$ cat config.mk
export PLATFORM = sky130hd
export DESIGN_NAME = nand_read_seq
export DESIGN_NICKNAME = d
export VERILOG_FILES = /design/src/rtl/nrs_pkg.sv /design/src/rtl/nrs_addr_gen.sv /design/src/rtl/nrs_wait_timer.sv /design/src/rtl/nand_read_seq.sv
export SDC_FILE = /design/constraint.sdc
export NUM_CORES = 1
export LEC_CHECK = 0
export CAP_MARGIN = 40
export CORE_AREA = 2 2 115 117
export CTS_CLUSTER_SIZE = 40
export DETAILED_ROUTE_END_ITERATION = 6
export DIE_AREA = 0 0 117 119
export PLACE_DENSITY = 0.69
export SYNTH_ARGS = -nofsm -noshare
export SYNTH_HDL_FRONTEND = slang
export SYNTH_SLANG_ARGS = --single-unit
$ cat constraint.sdc
create_clock -name clk -period 2.5 [get_ports clk]
set_clock_uncertainty 0.05 [all_clocks]
set_input_delay 0.375 -clock clk [delete_from_list [all_inputs] [get_ports clk]]
set_output_delay 0.375 -clock clk [all_outputs]
set_load 0.02 [all_outputs]
$ cat src/rtl/nrs_pkg.sv
package nrs_pkg;
    typedef enum logic [3:0] {
        S_IDLE, S_CMD1, S_ADDR, S_CMD2, S_TWB, S_RDY, S_TRR, S_TCCS, S_DATA, S_END
    } nrs_state_e;

    localparam logic [1:0] K_CMD  = 2'd0;
    localparam logic [1:0] K_ADDR = 2'd1;
    localparam logic [1:0] K_DATA = 2'd2;

    localparam logic [7:0] OPC_READ_A = 8'h00;
    localparam logic [7:0] OPC_READ_B = 8'h30;
    localparam logic [7:0] OPC_COL_A  = 8'h05;
    localparam logic [7:0] OPC_COL_B  = 8'hE0;

    localparam logic [1:0] E_NONE    = 2'd0;
    localparam logic [1:0] E_STEP    = 2'd1;
    localparam logic [1:0] E_TIMEOUT = 2'd2;
endpackage

$ cat src/rtl/nrs_addr_gen.sv
module nrs_addr_gen #(
    parameter int OFS_W  = 16,
    parameter int PAGE_W = 24
) (
    input  logic [OFS_W-1:0]  offset,
    input  logic [PAGE_W-1:0] page,
    input  logic              wide,
    input  logic [2:0]        idx,
    output logic [7:0]        abyte
);
    localparam int COL_BYTES = 2;
    localparam int ROW_BYTES = 3;
    localparam int NSLOT     = COL_BYTES + ROW_BYTES;

    logic [8*COL_BYTES-1:0] col_v;
    logic [8*ROW_BYTES-1:0] row_v;
    logic [7:0]             slot [NSLOT];

    assign col_v = (8*COL_BYTES)'(wide ? (offset >> 1) : offset);
    assign row_v = (8*ROW_BYTES)'(page);

    for (genvar g = 0; g < COL_BYTES; g++) begin : g_col
        assign slot[g] = col_v[8*g +: 8];
    end
    for (genvar g = 0; g < ROW_BYTES; g++) begin : g_row
        assign slot[COL_BYTES+g] = row_v[8*g +: 8];
    end

    always_comb begin
        abyte = 8'h00;
        for (int i = 0; i < NSLOT; i++) begin
            if (idx == 3'(i)) abyte = slot[i];
        end
    end
endmodule

$ cat src/rtl/nrs_wait_timer.sv
module nrs_wait_timer #(
    parameter int W = 16
) (
    input  logic         clk,
    input  logic         rst_n,
    input  logic         load,
    input  logic [W-1:0] load_val,
    output logic         zero
);
    logic [W-1:0] cnt;

    always_ff @(posedge clk or negedge rst_n) begin
        if (!rst_n)          cnt <= '0;
        else if (load)       cnt <= load_val;
        else if (cnt != '0)  cnt <= cnt - 1'b1;
    end

    assign zero = (cnt == '0);
endmodule

$ cat src/rtl/nand_read_seq.sv
module nand_read_seq
    import nrs_pkg::*;
#(
    parameter int PAGE_W = 24,
    parameter int OFS_W  = 16,
    parameter int LEN_W  = 16,
    parameter int WAIT_W = 8,
    parameter int TR_W   = 16
) (
    input  logic              clk,
    input  logic              rst_n,
    input  logic              req_valid,
    input  logic              req_kind,
    input  logic [PAGE_W-1:0] req_page,
    input  logic [OFS_W-1:0]  req_offset,
    input  logic [LEN_W-1:0]  req_len,
    input  logic              req_big,
    input  logic              req_wide,
    input  logic              req_dest,
    input  logic [WAIT_W-1:0] cfg_twb,
    input  logic [WAIT_W-1:0] cfg_trr,
    input  logic [WAIT_W-1:0] cfg_tccs,
    input  logic [TR_W-1:0]   cfg_tr_max,
    input  logic              dev_ready,
    output logic              op_valid,
    output logic [1:0]        op_kind,
    output logic [7:0]        op_byte,
    output logic [LEN_W-1:0]  op_len,
    input  logic              op_ack,
    input  logic              op_err,
    output logic              busy,
    output logic              done,
    output logic [1:0]        error_code
);
    localparam int TMR_W = (WAIT_W > TR_W) ? WAIT_W : TR_W;

    nrs_state_e state, nxt;

    logic              r_kind, r_big, r_wide, r_dest;
    logic [PAGE_W-1:0] r_page;
    logic [OFS_W-1:0]  r_ofs;
    logic [LEN_W-1:0]  r_len;
    logic [2:0]        idx;
    logic [2:0]        last_idx;
    logic [1:0]        err_q;
    logic [7:0]        addr_byte;
    logic              t_load, t_zero;
    logic [TMR_W-1:0]  t_val;
    logic              step_ok, step_bad;

    assign last_idx = r_kind ? 3'd1 : (r_big ? 3'd4 : 3'd3);
    assign step_ok  = op_ack && !op_err;
    assign step_bad = op_ack && op_err;

    nrs_addr_gen #(.OFS_W(OFS_W), .PAGE_W(PAGE_W)) u_addr (
        .offset(r_ofs), .page(r_page), .wide(r_wide), .idx(idx), .abyte(addr_byte)
    );

    always_comb begin
        t_load = (nxt != state) &&
                 (nxt == S_TWB || nxt == S_RDY || nxt == S_TRR || nxt == S_TCCS);
        unique case (nxt)
            S_TWB:   t_val = TMR_W'(cfg_twb);
            S_RDY:   t_val = TMR_W'(cfg_tr_max);
            S_TRR:   t_val = TMR_W'(cfg_trr);
            S_TCCS:  t_val = TMR_W'(cfg_tccs);
            default: t_val = '0;
        endcase
    end

    nrs_wait_timer #(.W(TMR_W)) u_tmr (
        .clk(clk), .rst_n(rst_n), .load(t_load), .load_val(t_val), .zero(t_zero)
    );

    // next-state logic
    always_comb begin
        nxt = state;
        unique case (state)
            S_IDLE: if (req_valid) nxt = S_CMD1;
            S_CMD1: if (step_bad) nxt = S_END; else if (step_ok) nxt = S_ADDR;
            S_ADDR: if (step_bad) nxt = S_END;
                    else if (step_ok) nxt = (idx == last_idx) ? S_CMD2 : S_ADDR;
            S_CMD2: if (step_bad) nxt = S_END;
                    else if (step_ok) nxt = r_kind ? S_TCCS : S_TWB;
            S_TWB:  if (t_zero) nxt = S_RDY;
            S_RDY:  if (dev_ready) nxt = S_TRR; else if (t_zero) nxt = S_END;
            S_TRR:  if (t_zero) nxt = r_dest ? S_DATA : S_END;
            S_TCCS: if (t_zero) nxt = S_DATA;
            S_DATA: if (op_ack) nxt = S_END;
            S_END:  nxt = S_IDLE;
            default: nxt = S_IDLE;
        endcase
    end

    // state register and request capture
    always_ff @(posedge clk or negedge rst_n) begin
        if (!rst_n) begin
            state  <= S_IDLE;
            idx    <= '0;
            err_q  <= E_NONE;
            r_kind <= 1'b0;
            r_big  <= 1'b0;
            r_wide <= 1'b0;
            r_dest <= 1'b0;
            r_page <= '0;
            r_ofs  <= '0;
            r_len  <= '0;
        end else begin
            state <= nxt;
            if (state == S_IDLE && req_valid) begin
                r_kind <= req_kind;
                r_big  <= req_big;
                r_wide <= req_wide;
                r_dest <= req_dest;
                r_page <= req_page;
                r_ofs  <= req_offset;
                r_len  <= req_len;
                idx    <= '0;
                err_q  <= E_NONE;
            end
            if (state == S_ADDR && step_ok) idx <= idx + 3'd1;
            if (op_valid && step_bad) err_q <= E_STEP;
            if (state == S_RDY && !dev_ready && t_zero) err_q <= E_TIMEOUT;
        end
    end

    // outputs
    always_comb begin
        op_valid   = 1'b0;
        op_kind    = K_CMD;
        op_byte    = 8'h00;
        op_len     = '0;
        busy       = (state != S_IDLE);
        done       = (state == S_END);
        error_code = (state == S_END) ? err_q : E_NONE;
        unique case (state)
            S_CMD1: begin
                op_valid = 1'b1;
                op_byte  = r_kind ? OPC_COL_A : OPC_READ_A;
            end
            S_ADDR: begin
                op_valid = 1'b1;
                op_kind  = K_ADDR;
                op_byte  = addr_byte;
            end
            S_CMD2: begin
                op_valid = 1'b1;
                op_byte  = r_kind ? OPC_COL_B : OPC_READ_B;
            end
            S_DATA: begin
                op_valid = 1'b1;
                op_kind  = K_DATA;
                op_len   = r_len;
            end
            default: ;
        endcase
    end
endmodule

## Word-level counts from Yosys, hierarchy flattened

Cells that the tools add are included.

| storage, ports and cells | value |
|---|---|
| register bits after elaboration | 85 |
| bits in latches | 0 |
| memory bits (writable) | 0 |
| bits in read-only memories | 0 |
| input bits | 106 |
| output and inout port bits | 31 |
| word-level logic and storage cells | 94 |
| memories kept | 0 |

| operators by class | value |
|---|---|
| add/sub/neg operators | 2 |
| $mul | 0 |
| divide/modulo/power cells | 0 |
| $lt $le $gt $ge | 0 |
| eq/ne operators | 19 |
| shift-type cells | 0 |
| mux-type cells | 40 |
| bitwise operators | 0 |
| reduce and logical (&&, ||, !) cells | 22 |

Operators by type and width:

| cell | number |
|---|---|
| two-way mux 16 bit | 4 |
| one-hot mux 16 bit (4 select lines) | 1 |
| two-way mux 4 bit | 13 |
| two-way mux 8 bit | 6 |
| one-hot mux 4 bit (9 select lines) | 1 |
| equality test 4 x 3 -> 1 bit, second input constant | 8 |
| one-hot mux 8 bit (3 select lines) | 1 |
| logical NOT 16 bit | 1 |
| nonzero test 16 bit | 1 |
| subtractor 16 x 1 -> 16 bit, second input constant | 1 |
| two-way mux 3 bit | 5 |
| two-way mux 2 bit | 5 |
| equality test 4 x 2 -> 1 bit, second input constant | 2 |
| equality test 4 bit, second input constant | 2 |
| logical AND 1 bit | 8 |
| equality test 3 x 2 -> 1 bit, second input constant | 2 |
| equality test 4 x 1 -> 1 bit, second input constant | 1 |
| logical NOT 4 bit | 1 |
| inequality test 4 bit | 1 |
| one-hot mux 2 bit (2 select lines) | 1 |
| nonzero test 2 bit | 2 |
| nonzero test 4 bit | 1 |
| OR reduction 4 bit | 1 |
| adder 3 x 1 -> 3 bit, second input constant | 1 |
| other kinds (8) | 13 |

## Longest topological paths before layout

| logic depth | value |
|---|---|
| depth after elaboration | 13 |
| depth in mapped cells | 10 |
| depth with buffers taken out | 10 |

## Modules after synthesis

Synthesis repeated with hierarchy kept, for this count alone.

| unflattened totals | value |
|---|---|
| cell total of the unflattened synthesis | 495 |
| area total of the unflattened synthesis | 5,079.9 µm² |

Modules (own cells, without submodules):

| module | instances | cells each | area an instance (µm²) | sequential area each (µm²) |
|---|---|---|---|---|
| nand_read_seq | 1 | 298 | 3,464.6 | 1,726.7 |
| nrs_wait_timer | 1 | 107 | 999.7 | 400.4 |
| nrs_addr_gen | 1 | 90 | 615.6 | 0.0 |

## Worst setup path after synthesis

OpenSTA, ideal clock, no wires.

| timing | value |
|---|---|
| path type | reg-to-output |
| from | register idx[1] |
| to | output port op_byte[6] |
| arrival time | 2.263 ns |
| data required time | 2.075 ns |
| slack | -0.188 ns |
| cell stages (with the launch flop) | 11 |
| buffers on the path | 1 |
| cell sequence | dfrtp_1 > inv_1 > ha_1 > or3b_2 > clkbuf_1 > o221ai_1 > o21ai_0 > o211ai_1 > o21ai_0 > o21a_1 > nor2_1 |

| on the way | value |
|---|---|
| longest elaborated chain between the ends | 7 |
| elaborated cells between the ends (all ways) | 11 |
| classes of those cells | eq/ne (4); mux (6); reduce/logical (1) |

RTL lines:

| item | line | text |
|---|---|---|
| start: declaration | nand_read_seq.sv:43 | `logic [2:0] idx;` |
| start signal: assignment | nand_read_seq.sv:121 | `if (state == S_ADDR && step_ok) idx <= idx + 3'd1;` |
| logical NOT 3 bit | nrs_addr_gen.sv:32 | `if (idx == 3'(i)) abyte = slot[i];` |
| two-way mux 8 bit (4 in series) | nrs_addr_gen.sv:32 |  |
| two-way mux 8 bit (*) | nrs_addr_gen.sv:32 |  |
| one-hot mux 8 bit (3 select lines) (*) | nand_read_seq.sv:136 | `unique case (state)` |
| end: declaration | nand_read_seq.sv:27 | `output logic [7:0] op_byte,` |

Every way passes the cells marked *; elsewhere a longest branch is shown, timed or not.

## Worst setup path in the final report

| timing | value |
|---|---|
| from | register idx[0] |
| to | output port op_byte[6] |

Same word-level chain as after synthesis.

==> run_results.csv <==
group,metric,value,unit
run_status,outcome,"finished, violations left",
run_status,violations,"negative setup slack",
floorplanning,start_util,37.69,%
final_layout,final_layout_size_suffix_gt1_share,37.85,%
clock_tree,clk_latency,0.35,ns
timing,finalCritPeriodShare,112.4,%
drt,wirelength,15140,um
synth,synth_area_per_cell,10.69,um^2
drt,drc,0,
power,p_sw_share,39.51,%
critical_path,cp-startpoint,"idx[0]",
synth,synth_area_leader_cell,"dfrtp_1",
critical_path,worst_ep_required_time,2.08,ns
clock_tree,cts_tree,"built",
synth,syn-num-nets,567,
final_layout,n_antenna_cell,0,
critical_path,critPathSlowestCell,"dfrtp_2",
timing,rsz0062_at_grt,"true",
placement,port-buffer-count,136,
timing,worst_slew_pin_slew,0.8541,ns
floorplanning,rows,42,
drt,drt-pass1-iter-count,4,
drt,drt_iter0_markers,189,
synth,ys_types,53,
global_route,gr-total-overflow,0,
timing,setup_viol,9,
power,combPwrFrac,57.2,%
floorplanning,fp.dieH,119,um
power,p_leak,3.157,nW
global_route,antenna_found_initial,0,
synth,yosys.area.top_type_share,43.84,%
global_route,grt_util_met2,36.96,%
global_route,grt_pass1_vias,4679,
power,internal_power,0.005650,W
floorplanning,die_x,117,um
floorplanning,die-area,0.01392,mm^2
floorplanning,core-area,0.01287,mm^2
placement,dpl.cell_count,812,
global_route,grt_usage,21.02,%
critical_path,endpoint_kind,"output port",
timing,slew_violations,0,
global_route,grt_busiest_layer,"met2",
synth,synth-seq-area-share,43.84,%
power,ir_drop,0.5750,mV
timing,hold_viol,0,
critical_path,path_max_fanout,5,
clock_tree,clock-root-buffer,"clkbuf_16",
critical_path,r2r_start,"u_tmr.cnt[1]",
power,clkPwrFrac,14.3,%
synth,synthTopCellsByArea,"dfrtp_1 (44%), mux2_2 (16%), a21oi_1 (2.8%)",
drt,ant_nets,0,
critical_path,crit_top_cell,"o21ai_1",
clock_tree,cts_buffers,9,
timing,layout_min_cycle_time,2.809,ns
clock_tree,clkSinkCount,85,
global_route,grt_pass1_wl,22760,um
critical_path,setup.worst_path.class,"reg -> out",
power,power_switching,0.003690,W
power,sequentialPowerShare,28.5,%
drt,vias_per_cell,5.296,
floorplanning,io_pins,137,
global_route,grt_start_max_net_pins,65,
synth,synth-async-reset-ratio,100.0,%
timing,fin_ws,-0.3088,ns
timing,slew-limit-headroom,43.06,%
final_layout,fin_cells,847,
global_route,grt_use_met1,25.07,%
global_route,grtUsageMet3,4.885,%
drt,num_vias,4486,
min_path,min_path_type,"in -> async",
power,fin_total_pwr,0.009339,W
placement,hpwl,10570,um
placement,finalWeightedCongestion,0.9324,
final_layout,nets,779,
run,cap_violations,0,
clock_tree,postCtsHoldBufs,0,
final_layout,area_growth,55.23,%
timing,fmax,0.3560,GHz
placement,dp_slack,-0.6207,ns
clock_tree,h-tree-depth,3,
synth,synthFlopType,"dfrtp_1",
critical_path,path_cells,"inv_2 > ha_4 > or3b_4 > o221ai_2 > o21ai_1 > o211ai_1 > o21ai_1 > o21a_1 > nor2_2 > buf_6",
synth,syn-cell-area,0.004852,mm^2
clock_tree,cts.path.max_buffers,2,
power,power_density,1240,mW/mm^2
synth,synth_seq_cells,85,
critical_path,cp.arrival,2.38,ns
critical_path,cp-start-kind,"flip-flop",
clock_tree,clk_pin_slew,0.07,ns
timing,final.setup.tns,-2.172,ns
critical_path,cp_slowest_stage_delay,0.44,ns
synth,synth-edff-count,0,
synth,yosysWarnings,0,
synth,syn_inst,454,
drt,wl_per_cell,17.88,um
## per-stage QoR
stage,utilization [%],hold slack [ns],cell area (um^2)
final,58.50,0.07615,7532
after global routing,58.50,0.1504,7532
after CTS,56.72,0.1124,7302
after detailed placement,53.59,0.4386,6899
after global placement,53.59,0.4308,6899
after floorplan,-,0.02941,4885
## worst max-delay path: cells and delay by family, from the launching register on
family | cells | cell delay [ns]
compound gates | 5 | 0.73
simple gates | 2 | 0.51
flops | 1 | 0.44
buf+inv | 2 | 0.22
fa+ha+maj | 1 | 0.13
## worst paths after layout
check                               endpoint  slack, ns  cells past startpoint
max in group asynchronous         r_page[12]       1.61                      2
worst max-delay path              op_byte[6]      -0.31                     10
worst max register to register  u_tmr.cnt[7]      -0.03                     11
worst min register to register      r_len[0]       0.45                      1
worst min-delay path            u_tmr.cnt[1]       0.08                      1
min in group clk                    r_len[0]       0.45                      1
## timing repair
item / 4_1_cts / 5_1_grt
pin swaps: 15 / 29
gates resized for setup: 96 / 64
cloned: 0 / 4
setup buffers: 7 / 9
setup endpoints to repair: 44 / 40
## registers in the layout, indices dropped and copies added (netlist names)
register and cells:
state 4, r_kind 1, err_q 2, r_wide 1
r_dest 1, idx 3, r_big 1, r_len 16
u_tmr.cnt 16, r_ofs 16, r_page 24
## cells in the final DEF (no fill, tap or decap), drive strengths merged, types with 16 or more instances in the layout
cell           count
o21ai             23
clkdlybuf4s50    106
mux2              68
clkbuf            25
nand2             30
nor2              19
a21oi             27
buf               98
and2              19
dfrtp             85
inv               16
nand3             18
## area by class of cell
cell class	count	area (um^2)
clock buffers	10	239.0
clock inverters	6	51.30
well taps	176	220.2
repair buffers	227	2059
multi-input cells	330	2781
inverters	13	48.80
fillers	1073	5343
flip-flops and latches	85	2132
## power by group through the flow
stage	Sequential, W	Combinational, W	Clock (W)
5_1_grt	0.00274	0.00574	0.00142
6_report	0.00266	0.00534	0.00133
3_5_place_dp	0.00265	0.00458	0
4_1_cts	0.00265	0.00480	0.00136
3_3_place_gp	0.00262	0.00444	0
2_1_floorplan	0.00245	0.00300	0
## synth_stat cells (all sizes together), types with 2 or more instances
cell type	count
a211oi	2
a21oi	27
a222oi	3
a22oi	9
a31oi	8
and2	19
buf	9
clkbuf	17
dfrtp	85
ha	7
inv	13
mux2	68
mux2i	13
nand2	30
nand2b	5
nand3	18
nand4	2
nor2	19
nor2b	4
nor3	12
nor3b	2
nor4	4
nor4b	3
o211ai	10
o21a	2
o21ai	23
o221ai	3
o22ai	6
o31ai	7
or4bb	2
xnor2	7
xor2	5
## per-layer routing
metal  share of wire [%]  wire length [um]
met2                  52              7833
met3                 5.9               886
met1                  41              6203
met4                 1.4               219
met5                   0                 0
## cells by family (layout without fill, tap and decap cells)
kind of cell | Yosys count | count (layout) | share of synthesized area (%)
simple gates | 124 | 124 | 15.11
compound gates | 106 | 106 | 14.78
flops | 85 | 85 | 43.84
mux | 81 | 81 | 18.72
buf+inv | 39 | 256 | 3.584
xor+xnor | 12 | 12 | 2.166
fa+ha+maj | 7 | 7 | 1.805
No activity file was read; power rests on OpenSTA's default activity.
